File: config.mk
export PLATFORM = sky130hd
export DESIGN_NAME = bal_fault_guard
export DESIGN_NICKNAME = d
export VERILOG_FILES = /design/src/rtl/bal_fault_pkg.sv /design/src/rtl/bal_sync.sv /design/src/rtl/bal_fault_latch.sv /design/src/rtl/bal_switch_guard.sv /design/src/rtl/bal_fault_guard.sv
export SDC_FILE = /design/constraint.sdc
export NUM_CORES = 1
export LEC_CHECK = 0
export CORE_MARGIN = 5
export CORE_UTILIZATION = 38
export DETAILED_ROUTE_END_ITERATION = 8
export PLACE_DENSITY = 0.76
export REMOVE_ABC_BUFFERS = 1
export SYNTH_ARGS = -nofsm -noshare
export SYNTH_HDL_FRONTEND = slang
export SYNTH_HIERARCHICAL = 1
export SYNTH_SLANG_ARGS = --single-unit
File: constraint.sdc
create_clock -name clk -period 5.1 [get_ports clk]
set_clock_uncertainty 0.1 [all_clocks]
set_input_delay 1.02 -clock clk [delete_from_list [all_inputs] [get_ports clk]]
set_output_delay 1.02 -clock clk [all_outputs]
set_load 0.005 [all_outputs]
File: src/rtl/bal_fault_pkg.sv
package bal_fault_pkg;
  localparam int CODE_W = 4;
  typedef logic [CODE_W-1:0] fcode_t;

  localparam fcode_t FC_NONE      = 4'h0;
  localparam fcode_t FC_NO_DONE   = 4'h8;
  localparam fcode_t FC_SLEW      = 4'h9;
  localparam fcode_t FC_BIAS_DROP = 4'hA;
  localparam fcode_t FC_BIAS_LOW  = 4'hB;
  localparam fcode_t FC_DONE_BARE = 4'hC;
  localparam fcode_t FC_PAD       = 4'hD;
  localparam fcode_t FC_DIR       = 4'hE;
  localparam fcode_t FC_OVERCLK   = 4'hF;

  // Larger value wins; external pass-through codes 1..7 rank highest.
  function automatic logic [3:0] fault_rank(input fcode_t c);
    logic [3:0] r;
    case (c)
      FC_NONE:      r = 4'd0;
      FC_NO_DONE:   r = 4'd1;
      FC_SLEW:      r = 4'd2;
      FC_BIAS_LOW:  r = 4'd3;
      FC_BIAS_DROP: r = 4'd4;
      FC_OVERCLK:   r = 4'd5;
      FC_DIR:       r = 4'd6;
      FC_PAD:       r = 4'd7;
      FC_DONE_BARE: r = 4'd8;
      default:      r = 4'd9;
    endcase
    return r;
  endfunction
endpackage

File: src/rtl/bal_sync.sv
module bal_sync #(
  parameter int WIDTH  = 1,
  parameter int STAGES = 2
) (
  input  logic             clk,
  input  logic             rst_n,
  input  logic [WIDTH-1:0] d_i,
  output logic [WIDTH-1:0] q_o
);
  logic [WIDTH-1:0] stage_q [STAGES];

  for (genvar s = 0; s < STAGES; s++) begin : g_stage
    if (s == 0) begin : g_first
      always_ff @(posedge clk or negedge rst_n) begin
        if (!rst_n) stage_q[0] <= '0;
        else        stage_q[0] <= d_i;
      end
    end else begin : g_next
      always_ff @(posedge clk or negedge rst_n) begin
        if (!rst_n) stage_q[s] <= '0;
        else        stage_q[s] <= stage_q[s-1];
      end
    end
  end

  assign q_o = stage_q[STAGES-1];
endmodule

File: src/rtl/bal_fault_latch.sv
module bal_fault_latch
  import bal_fault_pkg::*;
#(
  parameter int DIR_GRACE = 8
) (
  input  logic       clk,
  input  logic       rst_n,
  input  logic       done_s,
  input  logic       dir_ret_s,
  input  logic       bias_s,
  input  logic [2:0] ext_s,
  input  logic       dir_i,
  input  logic       en_i,
  input  logic       wait_done_i,
  input  logic       wait_slew_i,
  input  logic       cs_fall_i,
  input  logic       xact_busy_i,
  input  logic       dir_set_i,
  input  logic       pad_err_i,
  input  logic       overclk_err_i,
  input  logic       open_all_i,
  input  logic       rd_clear_i,
  output fcode_t     code_o,
  output logic       irq_o,
  output logic       abort_o,
  output logic       irq_evt_o
);
  localparam int GW = $clog2(DIR_GRACE + 1);
  localparam logic [GW-1:0] GRACE_LOAD = GW'(DIR_GRACE);

  logic          done_d, bias_d, mis_d, dir_d, mask_q, irq_q, abort_q;
  logic [GW-1:0] grace_q;
  fcode_t        code_q;

  logic          done_d_n, bias_d_n, mis_d_n, dir_d_n, mask_n, irq_n, abort_n;
  logic [GW-1:0] grace_n;
  fcode_t        code_n, evt_code, base_code;
  logic          done_rise, bias_fall, mis_now, mis_rise, evt_any, irq_evt;
  logic          bias_low_cs;
  logic [2:0]    ext_eff;

  always_comb begin
    ext_eff     = mask_q ? 3'b000 : ext_s;
    done_rise   = done_s & ~done_d & en_i;
    bias_fall   = bias_d & ~bias_s & ~open_all_i;
    bias_low_cs = cs_fall_i & ~bias_s & ~open_all_i;
    mis_now     = (dir_ret_s == dir_i) & ~xact_busy_i & (grace_q == '0) & (dir_d == dir_i);
    mis_rise    = mis_now & ~mis_d;

    irq_evt = done_rise | pad_err_i | mis_rise | overclk_err_i | bias_fall;

    evt_any  = 1'b1;
    evt_code = FC_NONE;
    if (done_rise)                    evt_code = (ext_eff != 3'b000) ? {1'b0, ext_eff} : FC_DONE_BARE;
    else if (pad_err_i)               evt_code = FC_PAD;
    else if (mis_rise)                evt_code = FC_DIR;
    else if (overclk_err_i)           evt_code = FC_OVERCLK;
    else if (bias_fall)               evt_code = FC_BIAS_DROP;
    else if (bias_low_cs)             evt_code = FC_BIAS_LOW;
    else if (cs_fall_i & wait_slew_i) evt_code = FC_SLEW;
    else if (cs_fall_i & wait_done_i) evt_code = FC_NO_DONE;
    else                              evt_any  = 1'b0;

    base_code = rd_clear_i ? FC_NONE : code_q;
    if (evt_any && (fault_rank(evt_code) > fault_rank(base_code))) code_n = evt_code;
    else                                                           code_n = base_code;

    irq_n   = irq_evt | (irq_q & ~rd_clear_i);
    abort_n = irq_evt;

    if (cs_fall_i)      mask_n = 1'b1;
    else if (dir_set_i) mask_n = 1'b0;
    else                mask_n = mask_q;

    dir_d_n = dir_i;
    if (dir_i != dir_d)      grace_n = GRACE_LOAD;
    else if (grace_q != '0)  grace_n = grace_q - 1'b1;
    else                     grace_n = grace_q;

    done_d_n = done_s;
    bias_d_n = bias_s;
    mis_d_n  = mis_now;
  end

  always_ff @(posedge clk or negedge rst_n) begin
    if (!rst_n) begin
      done_d  <= 1'b0;
      bias_d  <= 1'b0;
      mis_d   <= 1'b0;
      dir_d   <= 1'b0;
      mask_q  <= 1'b0;
      irq_q   <= 1'b0;
      abort_q <= 1'b0;
      grace_q <= GRACE_LOAD;
      code_q  <= FC_NONE;
    end else begin
      done_d  <= done_d_n;
      bias_d  <= bias_d_n;
      mis_d   <= mis_d_n;
      dir_d   <= dir_d_n;
      mask_q  <= mask_n;
      irq_q   <= irq_n;
      abort_q <= abort_n;
      grace_q <= grace_n;
      code_q  <= code_n;
    end
  end

  assign code_o    = code_q;
  assign irq_o     = irq_q;
  assign abort_o   = abort_q;
  assign irq_evt_o = irq_evt;
endmodule

File: src/rtl/bal_switch_guard.sv
module bal_switch_guard #(
  parameter int N_CELL = 8,
  parameter int N_POL  = 4
) (
  input  logic              clk,
  input  logic              rst_n,
  input  logic              cs_fall_i,
  input  logic [N_CELL-1:0] raw_cell_i,
  input  logic [N_POL-1:0]  raw_pol_i,
  output logic [N_CELL-1:0] cell_o,
  output logic [N_POL-1:0]  pol_o
);
  localparam int CW = $clog2(N_CELL + 1);

  logic [N_CELL-2:0] adj;
  logic [CW-1:0]     cell_cnt;
  logic              pol_clash, bad, trip_q, trip_n;

  for (genvar i = 0; i < N_CELL - 1; i++) begin : g_adj
    assign adj[i] = raw_cell_i[i] & raw_cell_i[i+1];
  end

  always_comb begin
    cell_cnt = '0;
    for (int i = 0; i < N_CELL; i++) cell_cnt = cell_cnt + CW'(raw_cell_i[i]);
  end

  // Outer polarity pair against inner pair.
  assign pol_clash = (raw_pol_i[N_POL-1] | raw_pol_i[0]) & (|raw_pol_i[N_POL-2:1]);

  assign bad = (cell_cnt > CW'(2)) | ((cell_cnt == CW'(2)) & ~(|adj)) | pol_clash;

  always_comb begin
    if (bad)            trip_n = 1'b1;
    else if (cs_fall_i) trip_n = 1'b0;
    else                trip_n = trip_q;
  end

  always_ff @(posedge clk or negedge rst_n) begin
    if (!rst_n) trip_q <= 1'b0;
    else        trip_q <= trip_n;
  end

  assign cell_o = (bad | trip_q) ? '0 : raw_cell_i;
  assign pol_o  = (bad | trip_q) ? '0 : raw_pol_i;
endmodule

File: src/rtl/bal_fault_guard.sv
module bal_fault_guard
  import bal_fault_pkg::*;
#(
  parameter int N_CELL      = 8,
  parameter int N_POL       = 4,
  parameter int SYNC_STAGES = 2,
  parameter int DIR_GRACE   = 8
) (
  input  logic              clk,
  input  logic              rst_n,
  input  logic              dir_i,
  input  logic              dir_ret_i,
  input  logic              en_i,
  input  logic              done_i,
  input  logic [2:0]        ext_fault_i,
  input  logic              bias_good_i,
  input  logic              wait_done_i,
  input  logic              wait_slew_i,
  input  logic              cs_fall_i,
  input  logic              xact_busy_i,
  input  logic              dir_set_i,
  input  logic              pad_err_i,
  input  logic              overclk_err_i,
  input  logic              open_all_i,
  input  logic              rd_clear_i,
  input  logic [N_CELL-1:0] raw_cell_i,
  input  logic [N_POL-1:0]  raw_pol_i,
  output logic [3:0]        fault_code_o,
  output logic              fault_irq_o,
  output logic              fault_abort_o,
  output logic [N_CELL-1:0] cell_sw_o,
  output logic [N_POL-1:0]  pol_sw_o
);
  localparam int SW = 6;

  logic          rst_meta, core_rst_n;
  logic [SW-1:0] async_bus, sync_bus;
  logic          irq_evt;
  fcode_t        code;

  always_ff @(posedge clk or negedge rst_n) begin
    if (!rst_n) begin
      rst_meta   <= 1'b0;
      core_rst_n <= 1'b0;
    end else begin
      rst_meta   <= 1'b1;
      core_rst_n <= rst_meta;
    end
  end

  assign async_bus = {done_i, dir_ret_i, bias_good_i, ext_fault_i};

  bal_sync #(.WIDTH(SW), .STAGES(SYNC_STAGES)) sync_i (
    .clk   (clk),
    .rst_n (core_rst_n),
    .d_i   (async_bus),
    .q_o   (sync_bus)
  );

  bal_fault_latch #(.DIR_GRACE(DIR_GRACE)) latch_i (
    .clk           (clk),
    .rst_n         (core_rst_n),
    .done_s        (sync_bus[5]),
    .dir_ret_s     (sync_bus[4]),
    .bias_s        (sync_bus[3]),
    .ext_s         (sync_bus[2:0]),
    .dir_i         (dir_i),
    .en_i          (en_i),
    .wait_done_i   (wait_done_i),
    .wait_slew_i   (wait_slew_i),
    .cs_fall_i     (cs_fall_i),
    .xact_busy_i   (xact_busy_i),
    .dir_set_i     (dir_set_i),
    .pad_err_i     (pad_err_i),
    .overclk_err_i (overclk_err_i),
    .open_all_i    (open_all_i),
    .rd_clear_i    (rd_clear_i),
    .code_o        (code),
    .irq_o         (fault_irq_o),
    .abort_o       (fault_abort_o),
    .irq_evt_o     (irq_evt)
  );

  bal_switch_guard #(.N_CELL(N_CELL), .N_POL(N_POL)) guard_i (
    .clk        (clk),
    .rst_n      (core_rst_n),
    .cs_fall_i  (cs_fall_i),
    .raw_cell_i (raw_cell_i),
    .raw_pol_i  (raw_pol_i),
    .cell_o     (cell_sw_o),
    .pol_o      (pol_sw_o)
  );

  assign fault_code_o = code;
endmodule

Yosys cells after proc, flatten, opt, wreduce, memory -nomap -nowiden --
Memories as Yosys holds them, arrays and structs flattened. Index checks and enable logic that the tools add are counted.
Storage, ports and cells: register bits 30, memories 2, latch bits 0, RAM bits 0, bits in read-only memories 128, input bits 31, output and inout bits 18
Memory list:
- (name not given) | words 16, width 4, rd ports 1, clocked after Yosys merged registers in 0, write ports 0, RTL line bal_fault_pkg.sv:18 | case (c)
- (name not given) | words 16, width 4, rd ports 1, clocked after Yosys merged registers in 0, write ports 0, RTL line bal_fault_pkg.sv:18
Operators by class: div/mod/pow operators 0, $add $sub $neg 8, $lt $le $gt $ge 2, multiplexer cells 28, bitwise logic cells 38, multiply operators 0, reductions and logical operators 9, equality and inequality tests 4, shifts and indexed selects 0
Operators with widths (count):
- $mux W4 | 14
- $add A4 B1 Y4 | 6
- $and A1 B1 Y1 | 22
- $mux W1 | 12
- $or A1 B1 Y1 | 9
- $mux W8 | 1
- $not A1 Y1 | 7
- $reduce_or A7 Y1 | 1
- $reduce_bool A2 Y1 | 3
- $eq A4 B2 Y1 const B | 1
- $gt A4 B2 Y1 const B | 1
- $gt A4 B4 Y1 | 1
- $logic_not A4 Y1 | 1
- $reduce_bool A4 Y1 | 1
- $sub A4 B1 Y4 const B | 1
- $mux W3 | 1
- $reduce_bool A3 Y1 | 1
- $add A1 B1 Y2 | 1
- $eq A1 B1 Y1 | 2
- $reduce_or A2 Y1 | 1
- $logic_and A1 B1 Y1 | 1
- $ne A1 B1 Y1 | 1

Longest topological paths before layout --
Gate-level depths: netlist of run 1.
depth after elaboration 13, gate-level depth with buffers 13, mapped depth without buffers 13

Cells and area by module --
The synthesis of run 1 kept the hierarchy.
Modules (own cells, without submodules):
- bal_fault_latch | instances 1, sequential area each 376.6 µm², cells an instance 108, area each 1076.0 µm²
- bal_switch_guard | instances 1, sequential area each 25.0 µm², cells an instance 49, area each 425.4 µm²
- bal_sync | instances 1, sequential area each 300.3 µm², cells an instance 18, area each 345.3 µm²
- bal_fault_guard | instances 1, sequential area each 50.0 µm², cells an instance 3, area each 53.8 µm²

Worst setup path after synthesis of run 1 --
OpenSTA, ideal clock, no wires.
path kind input-to-output, start point input raw_cell_i[0], end point output pol_sw_o[1], arrival time 4.175 ns, path slack -0.195 ns, stages 12, path buffers 1, cell sequence inv_1 > fa_1 > fa_1 > fa_1 > inv_1 > ha_1 > inv_1 > fa_1 > a211o_1 > a2111o_1 > buf_6 > nor4b_2
Between the ends: word-level cells in the longest chain between the ends 13, elaborated cells on any way between the ends 17, classes of those cells add/sub: 7; order compare: 1; eq/ne: 1; mux: 1; bitwise: 6; reduce/logical: 1
Ends and longest elaborated chain:
- start, declared | RTL line bal_fault_guard.sv:26 | input logic [N_CELL-1:0] raw_cell_i,
- branches (longest 9 deep; another with $add A4 B1 Y4)
- $or A1 B1 Y1 (*) (2 in a row) | RTL line bal_switch_guard.sv:31 | assign bad = (cell_cnt > CW'(2)) | ((cell_cnt == CW'(2)) & ~(|adj)) | pol_clash;
- $or A1 B1 Y1 (*) | RTL line bal_switch_guard.sv:45 | assign pol_o = (bad | trip_q) ? '0 : raw_pol_i;
- $mux W4 (*) | RTL line bal_switch_guard.sv:45
- end, declared | RTL line bal_fault_guard.sv:32 | output logic [N_POL-1:0] pol_sw_o
Mark *: on every way between the ends.

Worst setup path in the final report of run 1 --
start point input raw_cell_i[3], end point output pol_sw_o[3]
Between the ends: word-level cells in the longest chain between the ends 11, elaborated cells on any way between the ends 16, classes of those cells add/sub: 5; order compare: 1; eq/ne: 1; mux: 1; bitwise: 7; reduce/logical: 1
Ends and longest elaborated chain (RTL line):
- branches (longest 7 deep; another with $add A4 B1 Y4)
- $or A1 B1 Y1 (*) (2 in a row) | bal_switch_guard.sv:31
- $or A1 B1 Y1 (*) | bal_switch_guard.sv:45
- $mux W4 (*) | bal_switch_guard.sv:45
Marked as above.

==> flow_metrics.tcl, run 1 <==
set metrics [dict create \
    synth_top_area_share_pct 38.2 \
    avgSynthCellArea_um2 10.7 \
    pwr-share-comb_pct 42.6 \
    start_kind "input port" \
    rr_startpoint "latch_i/grace_q[0]" \
    start_util_pct 39.7 \
    synth_area_leaders "dfrtp_1, ha_1, fa_1, inv_1, nor4_1" \
    pwr-share-clk_pct 20.8 \
    yosysTopAreaCell "dfrtp_1" \
    wl_um 4190 \
    cts_buffer_depth 2 \
    synthAdderAreaFrac_pct 10.8 \
    intPower_w 0.000607 \
    die_y_um 80.7 \
    design_area_um2 2700 \
    routedWlPerCell_um 13.4 \
    synth_xor_xnor_area_share_pct 0.922 \
    route.detailed.drc 0 \
    yosys_warnings 6 \
    cp_data_required_time_ns 3.98 \
    synth.distinct_cells 59 \
    cp-end-kind "output port" \
    first_pass_iters 4 \
    setup_viol 12 \
    dieArea_um2 6520 \
    die_x_um 80.7 \
    worstPathArrival_ns 4.57 \
    r2r_setup_slack_ns 1.79 \
    yosys.area_share.simple_pct 20.1 \
    ctsHoldBuffers 0 \
    setup_slack_ns -0.587 \
    synthToLayoutAreaGrowth_pct 41.9 \
    antenna_found_initial 0 \
    p_seq_share_pct 36.7 \
    critical_path_class "input port to output port" \
    via_per_inst 4.93 \
    synth_top_family_by_area "simple AND/OR/NAND/NOR gates" \
    grt_pass1_wl_um 7220 \
    synth_cells 178 \
    synth_edf_count 0 \
    synth_ff_type "dfrtp_1" \
    synth_area_um2 1900 \
    root_buffer "clkbuf_8" \
    hold_viol_final 0 \
    postRouteAntennaNets 0 \
    detailedPlace.worstSlack_ns -1.37 \
    holdPathEnd "sync_i/q_o[1]" \
    num_io_pins 49 \
    synth-seq-cells 30 \
    coreArea_um2 4790 \
    synth_compound_area_share_pct 17.0 \
    hp-class "flip-flop to flip-flop" \
    cellPowerDensity_nw_per_um2 335 \
    drv_slew 0 \
    cts-buffers-inserted 5 \
    fin_crit_sh_pct 112 \
    ir_worst_vdd_v 0.000271 \
    max_slew_margin_pct 30.1 \
    maxCapViolCount 0 \
    power.total_w 0.000903 \
    worst_skew_pair.late_latency_ns 0.27 \
    grt_max_degree 29 \
    regToRegEndpoint "latch_i/code_o[0]" \
    synth_commonest_cells "dfrtp_1, inv_1, ha_1" \
    seq_area_frac_synth_pct 39.6 \
    tritoncts "done" \
    p_leak_nw 1.21 \
    finalNetCount 291 \
    num_vias 1549 \
    htreeDepth 2 \
    cts_sinks 30 \
    synthArstFlopShare_pct 100 \
    post-dp-hpwl_um 3170 \
    final_util_pct 56.4 \
    num_rows 25 \
    layout-drive-gt1-share_pct 34.0 \
    switching_power_w 0.000295 \
    ff2ff_path_depth 13 \
    switching_share_pct 32.7 \
    place_area_um2 2520 \
    grt_pass1_vias 1616 \
    fin_crit_ns 5.69 \
    clkTransAtPathRegs_ns 0.06 \
    first_iter_violations 69 \
    timing.fmax_ghz 0.176 \
    worstHoldStart "sync_i/stage_q[7]" \
    gp_congestion 0.866 \
    grt.overflow.total 0 \
    hold_depth 0 \
    n_antenna_cell 0 \
    muxShareOfSynthArea_pct 3.29 \
    cp_max_fo 4 \
    synth_most_common_cell "dfrtp_1" \
    grtUsageTotal_pct 14.4 \
    status "finished, violations left" \
    violations "setup timing" \
    tightestPinTransition_ns 1.05 \
    port_buffers 48 \
    grt_setup_unrepaired "yes" \
]
power by group through the flow:
stage / Combinational [W] / Sequential, W / Clock [W]
4_1_cts: 0.000381 / 0.000329 / 0.000195
5_1_grt: 0.000430 / 0.000340 / 0.000206
2_1_floorplan: 0.000222 / 0.000323 / 0
3_3_place_gp: 0.000343 / 0.000330 / 0
3_5_place_dp: 0.000352 / 0.000331 / 0
6_report: 0.000384 / 0.000331 / 0.000188
cells by family (layout without fill, tap and decap cells):
logic type	Yosys count	after routing
fa+ha+maj	14	14
other cells	1	1
xor+xnor	2	2
compound gates	38	38
mux	6	6
buf+inv	31	100
flops	30	30
simple gates	56	56
worst max-delay path: stages:
cell      delay (ns)
buf_8           0.08
inv_4           0.03
fa_1            0.54
fa_1            0.42
fa_1            0.43
inv_1           0.08
ha_2            0.18
inv_2           0.04
fa_2            0.52
and2b_2         0.21
a2111o_1        0.47
buf_4           0.18
nor4b_2         0.22
buf_2           0.15
state kept, by name, indices dropped and copies added (netlist names):
signal,flops
latch_i/abort_o,1
latch_i/mask_q,1
latch_i/done_d,1
latch_i/grace_q,4
latch_i/code_o,4
guard_i/trip_q,1
sync_i/q_o,6
latch_i/mis_d,1
rst_meta,1
latch_i/irq_o,1
latch_i/dir_d,1
sync_i/stage_q,6
core_rst_n,1
latch_i/bias_d,1
per-layer routing:
metal / GRT usage, % / wire [um]
met3: 4.04 / 300
met1: 16.6 / 1800
met2: 25.2 / 2000
met5: 0 / 0
met4: 5.74 / 92
cell type report:
| cell class | instances | area (um^2) |
|---|---|---|
| well taps | 67 | 83.8 |
| clock buffers | 7 | 86.3 |
| repair buffers | 71 | 614 |
| multi-input cells | 117 | 1070 |
| fillers | 411 | 2090 |
| clock inverters | 1 | 5.00 |
| flip-flops and latches | 30 | 752 |
| inverters | 21 | 81.3 |
worst max-delay path by stage:
stage,start,to,cells past startpoint
floorplan,raw_cell_i[0],cell_sw_o[2],11
global placement,raw_cell_i[0],cell_sw_o[1],14
detailed placement,raw_cell_i[0],cell_sw_o[2],13
CTS,raw_cell_i[3],pol_sw_o[2],14
global route,raw_cell_i[3],pol_sw_o[3],14
finish,raw_cell_i[3],pol_sw_o[3],14
cell usage in the layout, fill, tap and decap left out, drive strengths merged, types with 4 or more instances in the layout:
| master | count |
|---|---|
| nand2b | 7 |
| inv | 21 |
| mux2i | 4 |
| buf | 38 |
| ha | 10 |
| nand2 | 8 |
| fa | 4 |
| o21ai | 7 |
| nor3 | 5 |
| nor4b | 6 |
| clkbuf | 7 |
| a22oi | 4 |
| nor2 | 7 |
| nor4 | 8 |
| a211oi | 5 |
| dfrtp | 29 |
| clkdlybuf4s50 | 32 |
stage by stage:
stage	setup TNS, ns	hold slack [ns]	cells
2_1_floorplan	-2.50	0.231	168
3_3_place_gp	-15.41	0.232	301
3_5_place_dp	-15.97	0.236	301
4_1_cts	-6.81	0.247	313
5_1_grt	-8.12	0.252	314
6_report	-6.37	0.246	314
timing repair:
item / in CTS / in global routing
gates resized for setup: 83 / 6
pin swaps: 10 / 8
buffers inserted: 4 / 1
cloned: 0 / 0
endpoints found under the setup margin: 12 / 12
(Power assumes the default switching activity.)
==> run 2, diff against run 1 <==
- CELL_PAD_IN_SITES_DETAIL_PLACEMENT: default -> 1
- CELL_PAD_IN_SITES_GLOBAL_PLACEMENT: default -> 2
- CORE_UTILIZATION: 38 -> 27
- CTS_CLUSTER_SIZE: default -> 8
- PLACE_DENSITY: 0.76 -> 0.84
==> run 2 against run 1 <==
The run still ends with setup timing left. Via count is 2.1% higher. Total power rose by 4.5%. Sequential power about the same. Final area grew 0.79%. Die area grew 35%. Sequential share of layout area is 0.22 points lower. Maximum frequency barely moved. Critical path depth stayed put. Cell count is 8.9% higher. Non-clock buffer count down 1. Register-to-register slack worse by 0.03 ns. Critical endpoint unchanged. Largest power group unchanged.
==> flow_metrics.tcl, run 2 (synthesized netlist as in run 1, its figures left out) <==
set metrics [dict create \
    final_cell_mix "clkdlybuf4s50_1, dfrtp_1, buf_4" \
    routedWlPerCell_um 14.4 \
    cp_max_fo 6 \
    grtUsageTotal_pct 11.8 \
    post-dp-hpwl_um 3970 \
    fin_tns_setup_ns -6.44 \
    synthToLayoutAreaGrowth_pct 43.1 \
    dieArea_um2 8820 \
    die_y_um 93.9 \
    route.detailed.drc 0 \
    cts_buffer_depth 2 \
    p_leak_nw 1.20 \
    mostFrequentLayoutCell "clkdlybuf4s50_1" \
    first_pass_iters 4 \
    die_x_um 93.9 \
    port_buffers 48 \
    start_util_pct 27.8 \
    num_rows 30 \
    clkTransAtPathRegs_ns 0.07 \
    design_area_um2 2720 \
    ctsHoldBuffers 0 \
    fin_crit_sh_pct 111 \
    htreeDepth 2 \
    path_cells "buf_8, inv_4, fa_1, fa_1, fa_1, inv_2, ha_4, inv_2, fa_2, and2b_2, a2111o_1, buf_6, nor4b_1, buf_2" \
    place_area_um2 2550 \
    coreArea_um2 6830 \
    fin_crit_ns 5.68 \
    worstPathArrival_ns 4.56 \
    wl_um 4940 \
    regToRegEndpoint "latch_i/code_o[0]" \
    gp_congestion 0.884 \
    tightestPinTransition_ns 0.600 \
    grt_max_degree 17 \
    maxCapViolCount 0 \
    root_buffer "clkbuf_8" \
    grt.overflow.total 0 \
    antenna_found_initial 0 \
    ir_worst_vdd_v 0.000236 \
    grt_setup_unrepaired "yes" \
    finalNetCount 290 \
    via_per_inst 4.62 \
    cts_sinks 30 \
    cellPowerDensity_nw_per_um2 347 \
    cts-buffers-inserted 5 \
    tritoncts "done" \
    num_vias 1581 \
    n_antenna_cell 0 \
    cp-end-kind "output port" \
    start_kind "input port" \
    hold_viol_final 0 \
    status "finished, violations left" \
    grt_pass1_wl_um 8250 \
    cp_data_required_time_ns 3.98 \
    met1Wirelength_um 2190 \
    critical_path_class "input port to output port" \
    wl_met2_um 2540 \
    ff2ff_path_depth 13 \
    critPathCapture "pol_sw_o[3]" \
    num_io_pins 49 \
    rr_startpoint "latch_i/grace_q[0]" \
    highest_layer "met4" \
    first_iter_violations 50 \
    whs_ns 0.124 \
    grt_pass1_vias 1620 \
    hp-class "flip-flop to async pin" \
    wl_met3_um 177 \
    violations "setup timing" \
    crit_top_cell "fa_1" \
    worst_skew_pair.late_latency_ns 0.28 \
    r2r_setup_slack_ns 1.76 \
    startpoint "raw_cell_i[3]" \
    max_slew_margin_pct 60.0 \
    postRouteAntennaNets 0 \
    cpPeakStageDelay_ns 0.55 \
    setup_slack_ns -0.582 \
    drv_slew 0 \
    setup_viol 12 \
    layout-drive-gt1-share_pct 32.1 \
    cpMaxStageDelayCell "fa_1" \
    timing.fmax_ghz 0.176 \
]
[run 2: cell count changes in the layout (fill, tap and decap cells not counted), sizes merged]
cell and delta:
clkbuf -2, clkinvlp +2, buf -1, bufinv +1, clkinv -1
[run 2: layout make-up]
type | instances | area (um^2)
Fill cell | 777 | 4110
Multi-Input combinational cell | 117 | 1040
Sequential cell | 30 | 752
Timing Repair Buffer | 70 | 607
Tap cell | 96 | 120
Inverter | 21 | 83.8
Clock buffer | 5 | 68.8
Clock inverter | 3 | 45.0
[run 2: critical path, delay by kind of cell]
family	cells	cell delay, ns
adders and majority gates	5	2.10
AOI/OAI and AO/OA	1	0.46
and+or+nand+nor	2	0.43
buffers and inverters	6	0.56
[run 2: repair_timing]
item                                    in CTS  in global routing
resized for setup                           78                  7
buffers inserted                             3                  2
gates cloned                                 1                  0
endpoints found under the setup margin      12                 12
pin swaps                                    7                  6
[run 2: through the flow]
step / instances / total power, W / utilization [%] / worst slack [ns]
2_1_floorplan: 168 / 0.000545 / - / -0.273
4_1_cts: 340 / 0.000950 / 39.2 / -0.675
6_report: 342 / 0.000943 / 39.8 / -0.582
3_3_place_gp: 329 / 0.000676 / 37.4 / -1.31
5_1_grt: 342 / 0.00101 / 39.8 / -0.710
3_5_place_dp: 329 / 0.000692 / 37.4 / -1.46
[run 2: metal layers]
| layer | GRT usage, % | vias up |
|---|---|---|
| met5 | 0 | - |
| met4 | 3.25 | 0 |
| met3 | 2.40 | 6 |
| met2 | 20.2 | 31 |
| met1 | 15.1 | 777 |
| li1 | - | 767 |
[run 2: how the worst min path moves through the flow]
stage                          start           endpoint  depth (start not counted)
after floorplan             rst_meta         core_rst_n                          0
after global placement    core_rst_n  sync_i/stage_q[7]                          0
after detailed placement  core_rst_n  sync_i/stage_q[6]                          0
after CTS                 core_rst_n  sync_i/stage_q[6]                          0
after global routing      core_rst_n  sync_i/stage_q[7]                          0
final                     core_rst_n  sync_i/stage_q[7]                          0
[run 2: power breakdown]
group	switching (W)	internal (W)
clock network	0.0000930	0.000145
logic	0.000166	0.000210
registers	0.0000488	0.000280
total	0.000308	0.000635
==> run 3, diff against run 2 <==
- CTS_CLUSTER_SIZE: 8 -> 40
==> results of run 3 <==
Same layout as run 2: the final DEF is identical, and so are final timing and power.
